==> src/rtl/srom_pkg.sv <==
package srom_pkg;

    localparam int unsigned WORD_W       = 16;
    localparam int unsigned CMD_PAD_BITS = 6;   // zero bits after enable/disable prefix
    localparam int unsigned PREFIX_BITS  = 5;
    localparam int unsigned OPCODE_BITS  = 3;

    typedef logic [WORD_W-1:0] word_t;

    // Pin-level job handed from the sequencer to the shifter
    typedef enum logic [2:0] {
        JOB_SELECT,
        JOB_PULSE,
        JOB_SEND,
        JOB_RECV,
        JOB_RELEASE
    } job_e;

    typedef struct packed {
        job_e        kind;
        logic [4:0]  nbits;
        word_t       payload;   // left-aligned: bit WORD_W-1 goes out first
    } job_t;

    typedef enum logic [1:0] {
        FR_ENABLE,
        FR_WRITE,
        FR_DISABLE,
        FR_READ
    } frame_e;

    typedef enum logic [2:0] {
        ST_SELECT,
        ST_DUMMY,
        ST_OPCODE,
        ST_ARG,
        ST_DATA,
        ST_RELEASE
    } step_e;

    typedef enum logic [1:0] {
        PH_IDLE,
        PH_SETUP,
        PH_HIGH,
        PH_LOW
    } phase_e;

    typedef enum logic [1:0] {
        SQ_IDLE,
        SQ_ISSUE,
        SQ_WAIT_JOB,
        SQ_PROGRAM
    } seq_e;

    // System cycles in one microsecond, rounded up
    function automatic int unsigned us_cycles(int unsigned hz);
        int unsigned c;
        c = (hz + 999_999) / 1_000_000;
        return (c == 0) ? 1 : c;
    endfunction

    function automatic word_t left_align(word_t v, int unsigned n);
        return v << (WORD_W - n);
    endfunction

    // Step order inside one frame; ST_RELEASE is the last step
    function automatic step_e step_after(frame_e fr, step_e st, logic dummy);
        step_e nx;
        unique case (st)
            ST_SELECT: nx = dummy ? ST_DUMMY : ST_OPCODE;
            ST_DUMMY:  nx = ST_OPCODE;
            ST_OPCODE: nx = ST_ARG;
            ST_ARG:    nx = (fr == FR_READ || fr == FR_WRITE) ? ST_DATA : ST_RELEASE;
            default:   nx = ST_RELEASE;
        endcase
        return nx;
    endfunction

endpackage

==> src/rtl/srom_tick.sv <==
module srom_tick #(
    parameter int unsigned HALF_CYC = 200
) (
    input  logic clk,
    input  logic rst,
    input  logic run,
    output logic tick
);
    localparam int unsigned CW = (HALF_CYC > 1) ? $clog2(HALF_CYC) : 1;

    logic [CW-1:0] cnt_q;

    assign tick = run && (cnt_q == CW'(HALF_CYC - 1));

    always_ff @(posedge clk) begin
        if (rst || !run || tick) begin
            cnt_q <= '0;
        end else begin
            cnt_q <= cnt_q + 1'b1;
        end
    end
endmodule

==> src/rtl/srom_shifter.sv <==
module srom_shifter
    import srom_pkg::*;
#(
    parameter int unsigned HALF_CYC = 200
) (
    input  logic  clk,
    input  logic  rst,
    input  logic  start,
    input  job_t  job,
    input  logic  rx_bit,
    output logic  job_done,
    output word_t rx_word,
    output logic  cs,
    output logic  sk,
    output logic  di
);
    phase_e     ph_q;
    job_e       kind_q;
    logic [4:0] left_q;
    word_t      sh_q;
    logic       cs_q, sk_q, di_q, done_q;
    logic       tick;

    srom_tick #(.HALF_CYC(HALF_CYC)) u_tick (
        .clk  (clk),
        .rst  (rst),
        .run  (ph_q != PH_IDLE),
        .tick (tick)
    );

    always_ff @(posedge clk) begin
        if (rst) begin
            ph_q   <= PH_IDLE;
            kind_q <= JOB_SELECT;
            left_q <= '0;
            sh_q   <= '0;
            cs_q   <= 1'b0;
            sk_q   <= 1'b0;
            di_q   <= 1'b0;
            done_q <= 1'b0;
        end else begin
            done_q <= 1'b0;
            unique case (ph_q)
                PH_IDLE: begin
                    if (start) begin
                        kind_q <= job.kind;
                        left_q <= job.nbits;
                        sh_q   <= job.payload;
                        unique case (job.kind)
                            JOB_SELECT: begin
                                cs_q <= 1'b1;
                                sk_q <= 1'b0;
                                di_q <= 1'b0;
                                ph_q <= PH_SETUP;
                            end
                            JOB_SEND: begin
                                sk_q <= 1'b0;
                                di_q <= job.payload[WORD_W-1];
                                ph_q <= PH_SETUP;
                            end
                            JOB_RELEASE: begin
                                cs_q <= 1'b0;
                                sk_q <= 1'b0;
                                di_q <= 1'b0;
                                ph_q <= PH_SETUP;
                            end
                            default: begin   // pulse or receive: start high
                                sk_q <= 1'b1;
                                di_q <= 1'b0;
                                ph_q <= PH_HIGH;
                            end
                        endcase
                    end
                end
                PH_SETUP: begin
                    if (tick) begin
                        if (kind_q == JOB_SELECT) begin
                            ph_q   <= PH_IDLE;
                            done_q <= 1'b1;
                        end else begin
                            sk_q <= 1'b1;
                            ph_q <= PH_HIGH;
                        end
                    end
                end
                PH_HIGH: begin
                    if (tick) begin
                        sk_q <= 1'b0;
                        if (kind_q == JOB_SEND && left_q > 5'd1) begin
                            di_q   <= sh_q[WORD_W-2];
                            sh_q   <= sh_q << 1;
                            left_q <= left_q - 5'd1;
                            ph_q   <= PH_SETUP;
                        end else begin
                            di_q <= 1'b0;
                            ph_q <= PH_LOW;
                        end
                    end
                end
                PH_LOW: begin
                    if (tick) begin
                        if (kind_q == JOB_RECV) begin
                            sh_q   <= {sh_q[WORD_W-2:0], rx_bit};
                            left_q <= left_q - 5'd1;
                            if (left_q == 5'd1) begin
                                ph_q   <= PH_IDLE;
                                done_q <= 1'b1;
                            end else begin
                                sk_q <= 1'b1;
                                ph_q <= PH_HIGH;
                            end
                        end else begin
                            ph_q   <= PH_IDLE;
                            done_q <= 1'b1;
                        end
                    end
                end
                default: ph_q <= PH_IDLE;
            endcase
        end
    end

    assign job_done = done_q;
    assign rx_word  = sh_q;
    assign cs       = cs_q;
    assign sk       = sk_q;
    assign di       = di_q;

    // Phase-length monitor for the serial clock
    localparam int unsigned HW = $clog2(HALF_CYC + 1) + 1;
    logic [HW-1:0] hold_q;
    logic          sk_prev_q;

    always_ff @(posedge clk) begin
        if (rst) begin
            hold_q    <= HW'(HALF_CYC);
            sk_prev_q <= 1'b0;
        end else begin
            sk_prev_q <= sk_q;
            if (sk_q != sk_prev_q) begin
                hold_q <= HW'(1);
            end else if (hold_q < HW'(HALF_CYC)) begin
                hold_q <= hold_q + 1'b1;
            end
        end
    end

    p_sk_phase_len_r7: assert property (@(posedge clk) disable iff (rst)
        (sk_q != sk_prev_q) |-> (hold_q >= HW'(HALF_CYC)));

    p_di_low_deselected_r8: assert property (@(posedge clk) disable iff (rst)
        !cs_q |-> !di_q);

    p_start_when_idle_r2: assert property (@(posedge clk) disable iff (rst)
        start |-> (ph_q == PH_IDLE));
endmodule

==> src/rtl/srom_seq.sv <==
module srom_seq
    import srom_pkg::*;
#(
    parameter int unsigned ADDR_W   = 6,
    parameter int unsigned WAIT_CYC = 2_000_000,
    parameter logic [2:0]  RD_OP    = 3'b110,
    parameter logic [2:0]  WR_OP    = 3'b101,
    parameter logic [4:0]  EN_OP    = 5'b10011,
    parameter logic [4:0]  DIS_OP   = 5'b10000
) (
    input  logic              clk,
    input  logic              rst,
    input  logic              req_valid,
    input  logic              req_write,
    input  logic [ADDR_W-1:0] req_word,
    input  word_t             req_wdata,
    input  logic              dummy_en,
    input  logic              job_done,
    input  word_t             rx_word,
    output logic              job_start,
    output job_t              job,
    output logic              busy,
    output logic              done,
    output word_t             rdata,
    output logic              pin_restore
);
    localparam int unsigned WCW = $clog2(WAIT_CYC + 1);

    seq_e              state_q;
    frame_e            frame_q;
    step_e             step_q;
    logic [ADDR_W-1:0] addr_q;
    word_t             wdata_q;
    logic              dummy_q;
    logic [WCW-1:0]    wait_q;
    word_t             rdata_q;
    logic              done_q;
    logic              restore_q;

    // Job contents for the current step
    always_comb begin
        job.kind    = JOB_RELEASE;
        job.nbits   = 5'd0;
        job.payload = '0;
        unique case (step_q)
            ST_SELECT: job.kind = JOB_SELECT;
            ST_DUMMY:  job.kind = JOB_PULSE;
            ST_OPCODE: begin
                job.kind = JOB_SEND;
                unique case (frame_q)
                    FR_ENABLE: begin
                        job.nbits   = 5'(PREFIX_BITS);
                        job.payload = left_align(word_t'(EN_OP), PREFIX_BITS);
                    end
                    FR_DISABLE: begin
                        job.nbits   = 5'(PREFIX_BITS);
                        job.payload = left_align(word_t'(DIS_OP), PREFIX_BITS);
                    end
                    FR_WRITE: begin
                        job.nbits   = 5'(OPCODE_BITS);
                        job.payload = left_align(word_t'(WR_OP), OPCODE_BITS);
                    end
                    default: begin
                        job.nbits   = 5'(OPCODE_BITS);
                        job.payload = left_align(word_t'(RD_OP), OPCODE_BITS);
                    end
                endcase
            end
            ST_ARG: begin
                job.kind = JOB_SEND;
                if (frame_q == FR_ENABLE || frame_q == FR_DISABLE) begin
                    job.nbits   = 5'(CMD_PAD_BITS);
                    job.payload = '0;
                end else begin
                    job.nbits   = 5'(ADDR_W);
                    job.payload = left_align(word_t'(addr_q), ADDR_W);
                end
            end
            ST_DATA: begin
                job.nbits = 5'(WORD_W);
                if (frame_q == FR_READ) begin
                    job.kind    = JOB_RECV;
                    job.payload = '0;
                end else begin
                    job.kind    = JOB_SEND;
                    job.payload = wdata_q;
                end
            end
            default: job.kind = JOB_RELEASE;
        endcase
    end

    always_ff @(posedge clk) begin
        if (rst) begin
            state_q   <= SQ_IDLE;
            frame_q   <= FR_READ;
            step_q    <= ST_SELECT;
            addr_q    <= '0;
            wdata_q   <= '0;
            dummy_q   <= 1'b0;
            wait_q    <= '0;
            rdata_q   <= '0;
            done_q    <= 1'b0;
            restore_q <= 1'b0;
        end else begin
            done_q    <= 1'b0;
            restore_q <= 1'b0;
            unique case (state_q)
                SQ_IDLE: begin
                    if (req_valid) begin
                        addr_q  <= req_word;
                        wdata_q <= req_wdata;
                        dummy_q <= dummy_en;
                        frame_q <= req_write ? FR_ENABLE : FR_READ;
                        step_q  <= ST_SELECT;
                        state_q <= SQ_ISSUE;
                    end
                end
                SQ_ISSUE: state_q <= SQ_WAIT_JOB;
                SQ_WAIT_JOB: begin
                    if (job_done) begin
                        if (step_q == ST_DATA && frame_q == FR_READ) begin
                            rdata_q <= rx_word;
                        end
                        if (step_q != ST_RELEASE) begin
                            step_q  <= step_after(frame_q, step_q, dummy_q);
                            state_q <= SQ_ISSUE;
                        end else begin
                            unique case (frame_q)
                                FR_ENABLE: begin
                                    frame_q <= FR_WRITE;
                                    step_q  <= ST_SELECT;
                                    state_q <= SQ_ISSUE;
                                end
                                FR_WRITE: begin
                                    wait_q  <= '0;
                                    state_q <= SQ_PROGRAM;
                                end
                                default: begin
                                    done_q    <= 1'b1;
                                    restore_q <= 1'b1;
                                    state_q   <= SQ_IDLE;
                                end
                            endcase
                        end
                    end
                end
                SQ_PROGRAM: begin
                    if (wait_q >= WCW'(WAIT_CYC - 1)) begin
                        frame_q <= FR_DISABLE;
                        step_q  <= ST_SELECT;
                        state_q <= SQ_ISSUE;
                    end else begin
                        wait_q <= wait_q + 1'b1;
                    end
                end
                default: state_q <= SQ_IDLE;
            endcase
        end
    end

    assign job_start   = (state_q == SQ_ISSUE);
    assign busy        = (state_q != SQ_IDLE);
    assign done        = done_q;
    assign rdata       = rdata_q;
    assign pin_restore = restore_q;

    p_done_single_r2: assert property (@(posedge clk) disable iff (rst)
        done_q |=> !done_q);

    p_accept_sets_busy_r2: assert property (@(posedge clk) disable iff (rst)
        (!busy && req_valid) |=> busy);

    p_done_ends_busy_r2: assert property (@(posedge clk) disable iff (rst)
        $fell(busy) |-> done_q);

    p_program_follows_write_r5: assert property (@(posedge clk) disable iff (rst)
        (state_q == SQ_PROGRAM) |-> (frame_q == FR_WRITE));
endmodule

==> src/rtl/serial_rom_master.sv <==
module serial_rom_master
    import srom_pkg::*;
#(
    parameter int unsigned CLK_HZ       = 200_000_000,
    parameter int unsigned PROG_WAIT_US = 10_000,
    parameter int unsigned ADDR_W       = 6,
    parameter logic [2:0]  RD_OP        = 3'b110,
    parameter logic [2:0]  WR_OP        = 3'b101,
    parameter logic [4:0]  EN_OP        = 5'b10011,
    parameter logic [4:0]  DIS_OP       = 5'b10000
) (
    input  logic              clk,
    input  logic              rst,
    input  logic              req_valid,
    input  logic              req_write,
    input  logic [ADDR_W:0]   req_offset,
    input  logic [15:0]       req_wdata,
    input  logic              dummy_en,
    output logic              busy,
    output logic              done,
    output logic [15:0]       rdata,
    output logic              rom_cs,
    output logic              rom_sk,
    output logic              rom_di,
    input  logic              rom_do,
    output logic              pin_busy,
    output logic              pin_restore
);
    localparam int unsigned HALF_CYC = us_cycles(CLK_HZ);
    localparam int unsigned WAIT_CYC = HALF_CYC * PROG_WAIT_US;

    logic  job_start, job_done;
    job_t  job;
    word_t rx_word;
    logic  do_meta_q, do_sync_q;
    logic  unused_offset_lsb;

    assign unused_offset_lsb = req_offset[0];

    always_ff @(posedge clk) begin
        if (rst) begin
            do_meta_q <= 1'b0;
            do_sync_q <= 1'b0;
        end else begin
            do_meta_q <= rom_do;
            do_sync_q <= do_meta_q;
        end
    end

    srom_seq #(
        .ADDR_W   (ADDR_W),
        .WAIT_CYC (WAIT_CYC),
        .RD_OP    (RD_OP),
        .WR_OP    (WR_OP),
        .EN_OP    (EN_OP),
        .DIS_OP   (DIS_OP)
    ) u_seq (
        .clk         (clk),
        .rst         (rst),
        .req_valid   (req_valid),
        .req_write   (req_write),
        .req_word    (req_offset[ADDR_W:1]),
        .req_wdata   (req_wdata),
        .dummy_en    (dummy_en),
        .job_done    (job_done),
        .rx_word     (rx_word),
        .job_start   (job_start),
        .job         (job),
        .busy        (busy),
        .done        (done),
        .rdata       (rdata),
        .pin_restore (pin_restore)
    );

    srom_shifter #(.HALF_CYC(HALF_CYC)) u_shift (
        .clk      (clk),
        .rst      (rst),
        .start    (job_start),
        .job      (job),
        .rx_bit   (do_sync_q),
        .job_done (job_done),
        .rx_word  (rx_word),
        .cs       (rom_cs),
        .sk       (rom_sk),
        .di       (rom_di)
    );

    assign pin_busy = busy;

    p_cs_needs_pin_busy_r9: assert property (@(posedge clk) disable iff (rst)
        rom_cs |-> pin_busy);

    p_restore_on_release_r9: assert property (@(posedge clk) disable iff (rst)
        $fell(pin_busy) |-> pin_restore);
endmodule

==> config.mk <==
export PLATFORM = sky130hd
export DESIGN_NAME = serial_rom_master
export DESIGN_NICKNAME = d
export VERILOG_FILES = /design/src/rtl/srom_pkg.sv /design/src/rtl/srom_tick.sv /design/src/rtl/srom_shifter.sv /design/src/rtl/srom_seq.sv /design/src/rtl/serial_rom_master.sv
export SDC_FILE = /design/constraint.sdc
export NUM_CORES = 1
export LEC_CHECK = 0
export BUFFER_PORTS_ARGS = -buffer_cell sky130_fd_sc_hd__buf_2
export CAP_MARGIN = 15
export CORE_ASPECT_RATIO = 1.75
export CORE_MARGIN = 4
export CORE_UTILIZATION = 45
export CTS_BUF_LIST = sky130_fd_sc_hd__clkbuf_4 sky130_fd_sc_hd__clkbuf_8
export CTS_CLUSTER_DIAMETER = 30
export DETAILED_ROUTE_END_ITERATION = 10
export GPL_ROUTABILITY_DRIVEN = 0
export GPL_TIMING_DRIVEN = 0
export SLEW_MARGIN = 30
export SYNTH_ARGS = -nofsm -noshare
export SYNTH_HDL_FRONTEND = slang
export SYNTH_SLANG_ARGS = --single-unit
export TNS_END_PERCENT = 50
==> constraint.sdc <==
create_clock -name clk -period 2.55 [get_ports clk]
set_input_delay 0.3825 -clock clk [delete_from_list [all_inputs] [get_ports clk]]
set_output_delay 0.3825 -clock clk [all_outputs]
set_load 0.05 [all_outputs]
==> key figures <==
Min path
  – Worst min-delay path class: input port to register
  – Hold Path Stages: 3
  – Worst hold start: req_offset[6]

Placed design
  – Inst Count DP: 823
  – Worst slack, placed: 0.0700 ns
  – IO buf count: 50
  – Post-DP HPWL: roughly 11 mm
  – DP Area: 0.00554 mm²

Timing
  – Slew Viols, Final: 0
  – Ratio of final minimum period to clock period: 0.891
  – Finish-stage setup viols: 0
  – Fin. Hold Viols: 0
  – Setup TNS: 0 ns
  – Peak clock frequency supported by timing: 440 MHz
  – Worst slew pin tran: approximately 0.86 ns
  – Worst Slack Setup Final: about 0.28 ns
  – Fin crit period: 2.27 ns
  – Headroom to the max-slew limit: 0.420
  – RSZ-0062 raised after global routing: no
  – Worst Skew: 0.0162 ns

Route
  – Routed Antenna Nets: 0
  – Vias/cell: 5.66
  – Router iterations before antenna repair: 4
  – # DRC: 0
  – Final wirelength: 13.9 mm
  – Drt wl/cell: 16.6 µm
  – Via count: 4740
  – Initial detailed-routing violation count: 181

Clock tree
  – Clk slew on worst S/H paths: 0.12 ns
  – Clk_lat worst skew: 0.38 ns
  – CTS tree: yes
  – Clk sinks: 108
  – Clk Tree Root Cell: clkbuf_8
  – H-Tree Depth: 3
  – Setup Fix Bufs, Post-CTS: 0
  – Bufs on Longest Clock Path: 2
  – CTS Buf Count: 9

Synthesis
  – Mapped Area: 0.00512 mm²
  – Distinct cells, synth: 63
  – Mapped Nets: 678
  – Synth async-reset ratio: 0
  – Sequential-to-total area share from yosys stat: 0.422
  – Post-synth EDFFs: 0
  – Seq cells post-synth: between 100 and 150
  – Ys Warns: 0
  – Ys flop type: dfxtp_1
  – Cell count after synthesis: 641
  – Syn avg cell area: 7.99 µm²

Worst setup path
  – Crit end category: register
  – Crit Path Max Fanout: 10
  – Reg2reg path depth: 8
  – Crit path DAT: 2.53 ns
  – CP Launch Type: register
  – Required @ worst endpoint: 2.81 ns
  – Worst setup path startpoint: u_seq.state_q[0]
  – CP Class: register to register
  – RR Startpoint: u_seq.state_q[0]

Power and ir drop
  – Power per cell area: 674 mW/mm²
  – Pleak: around 2.1 nW
  – Peak VDD IR: a little under 0.0004 V

GRT
  – GRT Resource Usage Total: 0.221
  – Largest net degree at the start of global routing: 21
  – Grt ovf: 0
  – Global-route wire length before repair: roughly 23 mm
  – Number of global-route vias before repair: 4747
  – Antenna violations before repair: 0

Floorplanning
  – Die area: 0.0132 mm²
  – Site Rows: 51
  – Die X: between 80 and 90 µm
  – Boundary Pins: 52
  – Core area: 0.0112 mm²
  – Initial core utilization: 0.459
  – Die height: ~150 µm

Final layout
  – Multi-input combinational cell area: 0.00272 mm²
  – Final instance area: between 0.005 and 0.006 mm²
  – FF+latch area: about 0.0022 mm²
  – Layout cells sized above 1: 0.135
  – Synth-to-Final Area Change: 12.3%
  – # nets final: between 700 and 800
  – Final std cells w/o fill: 837
  – Fill count: 1128
  – N_diodes: 0

Status
  – Status: finished clean

Flow run
  – Max-capacitance violation count: 0
state kept, by name, indices dropped and copies added (netlist names), 3 cells and up:
signal and flops:
u_seq.wait_q 21, u_seq.rdata 16, u_seq.wdata_q 16, u_shift.rx_word 16, u_shift.u_tick.cnt_q 8, u_seq.addr_q 6, u_shift.left_q 5, u_seq.step_q 3
u_shift.kind_q 3
layout by cell type, fill, tap and decap left out, types with 10 or more instances in the layout:
master    netlist  layout
clkbuf_1       28      26
a21oi_1        60      60
mux2i_1        21      21
nand4_1        10      10
a211oi_1       18      17
nand3_1        16      16
nor2_1         74      71
nand2b_1       11      11
inv_1          17      17
dfxtp_1       108     108
and3_1         16      16
nand2_1        91      91
buf_2           5      55
a31oi_1        13      13
o21ai_0        40      40
path summary, 6_finish.rpt:
| path | to | slack, ns |
|---|---|---|
| worst max-delay path | u_seq.step_q[2] | 0.28 |
| worst min-delay path | u_seq.addr_q[5] | 0.23 |
| worst max register to register | u_seq.step_q[2] | 0.28 |
| worst min register to register | u_shift.u_tick.cnt_q[0] | 0.45 |
cell usage after synthesis, types with 4 or more instances:
cell,n,share of area
buf_2,5,0.0049
xor2_1,5,0.0086
ha_1,8,0.020
inv_1,17,0.012
dfxtp_1,108,0.42
mux2i_1,21,0.041
nor3_1,8,0.0078
o21ai_0,40,0.039
a211oi_1,18,0.026
o31ai_1,4,0.0059
nor2b_1,5,0.0061
a21oi_1,60,0.059
nand2_1,91,0.067
nor4_1,6,0.0073
nand2b_1,11,0.013
nand4_1,10,0.012
nand3_1,16,0.016
nor2_1,74,0.054
and2_1,4,0.0049
and3_1,16,0.020
a31oi_1,13,0.016
a22oi_1,5,0.0073
or3_1,9,0.011
clkbuf_1,28,0.021
repair_timing:
action | in CTS | in global routing
setup endpoints to repair | 0 | 26
hold endpoints to repair | 0 | 0
gates resized for setup | 0 | 5
hold buffers | 0 | 0
final cells by class:
| type | count | share of cell area |
|---|---|---|
| Multi-Input combinational cell | 475 | 0.472 |
| Timing Repair Buffer | 50 | 0.0435 |
| Clock inverter | 7 | 0.0148 |
| Tap cell | 132 | 0.0287 |
| Clock buffer | 9 | 0.0215 |
| Sequential cell | 108 | 0.376 |
| Inverter | 17 | 0.0111 |
| Buffer | 39 | 0.0324 |
power breakdown:
| part | internal (W) | switching (W) | total, W | leakage (nW) |
|---|---|---|---|---|
| Clock | 0.000478 | 0.000655 | 0.00113 | 0.107 |
| Combinational | 0.000288 | 0.000515 | 0.000803 | 1.15 |
| Sequential | 0.00183 | 0.000116 | 0.00194 | 0.878 |
logic make-up after synthesis:
family | Yosys count | synth area share
adders and majority gates | 8 | 0.0195
muxes | 24 | 0.0476
buffers and inverters | 58 | 0.0501
AOI/OAI and AO/OA | 170 | 0.203
DFF | 108 | 0.422
xor gates and xnor gates | 8 | 0.0137
and+or+nand+nor | 265 | 0.244
through the flow:
stage,total power (W),hold WS [ns],utilization
CTS,0.00390,0.214,0.515
detailed placement,0.00277,0.430,0.496
floorplan,0.00255,0.413,-
finish,0.00388,0.228,0.515
global route,0.00410,0.208,0.515
global placement,0.00276,0.420,0.496
layer usage:
layer | track usage | part of all wire
met1 | 0.240 | 0.39
met2 | 0.401 | 0.56
met3 | 0.0381 | 0.029
met4 | 0.106 | 0.029
met5 | 0 | 0
worst max-delay path, cell delays in order, from the launching register on:
cell,delay (ns)
dfxtp_1,0.39
inv_1,0.10
ha_1,0.33
inv_1,0.24
o22ai_1,0.17
or2_2,0.32
a21o_1,0.21
o311ai_1,0.28
o41ai_1,0.11
(Power assumes the default switching activity.)
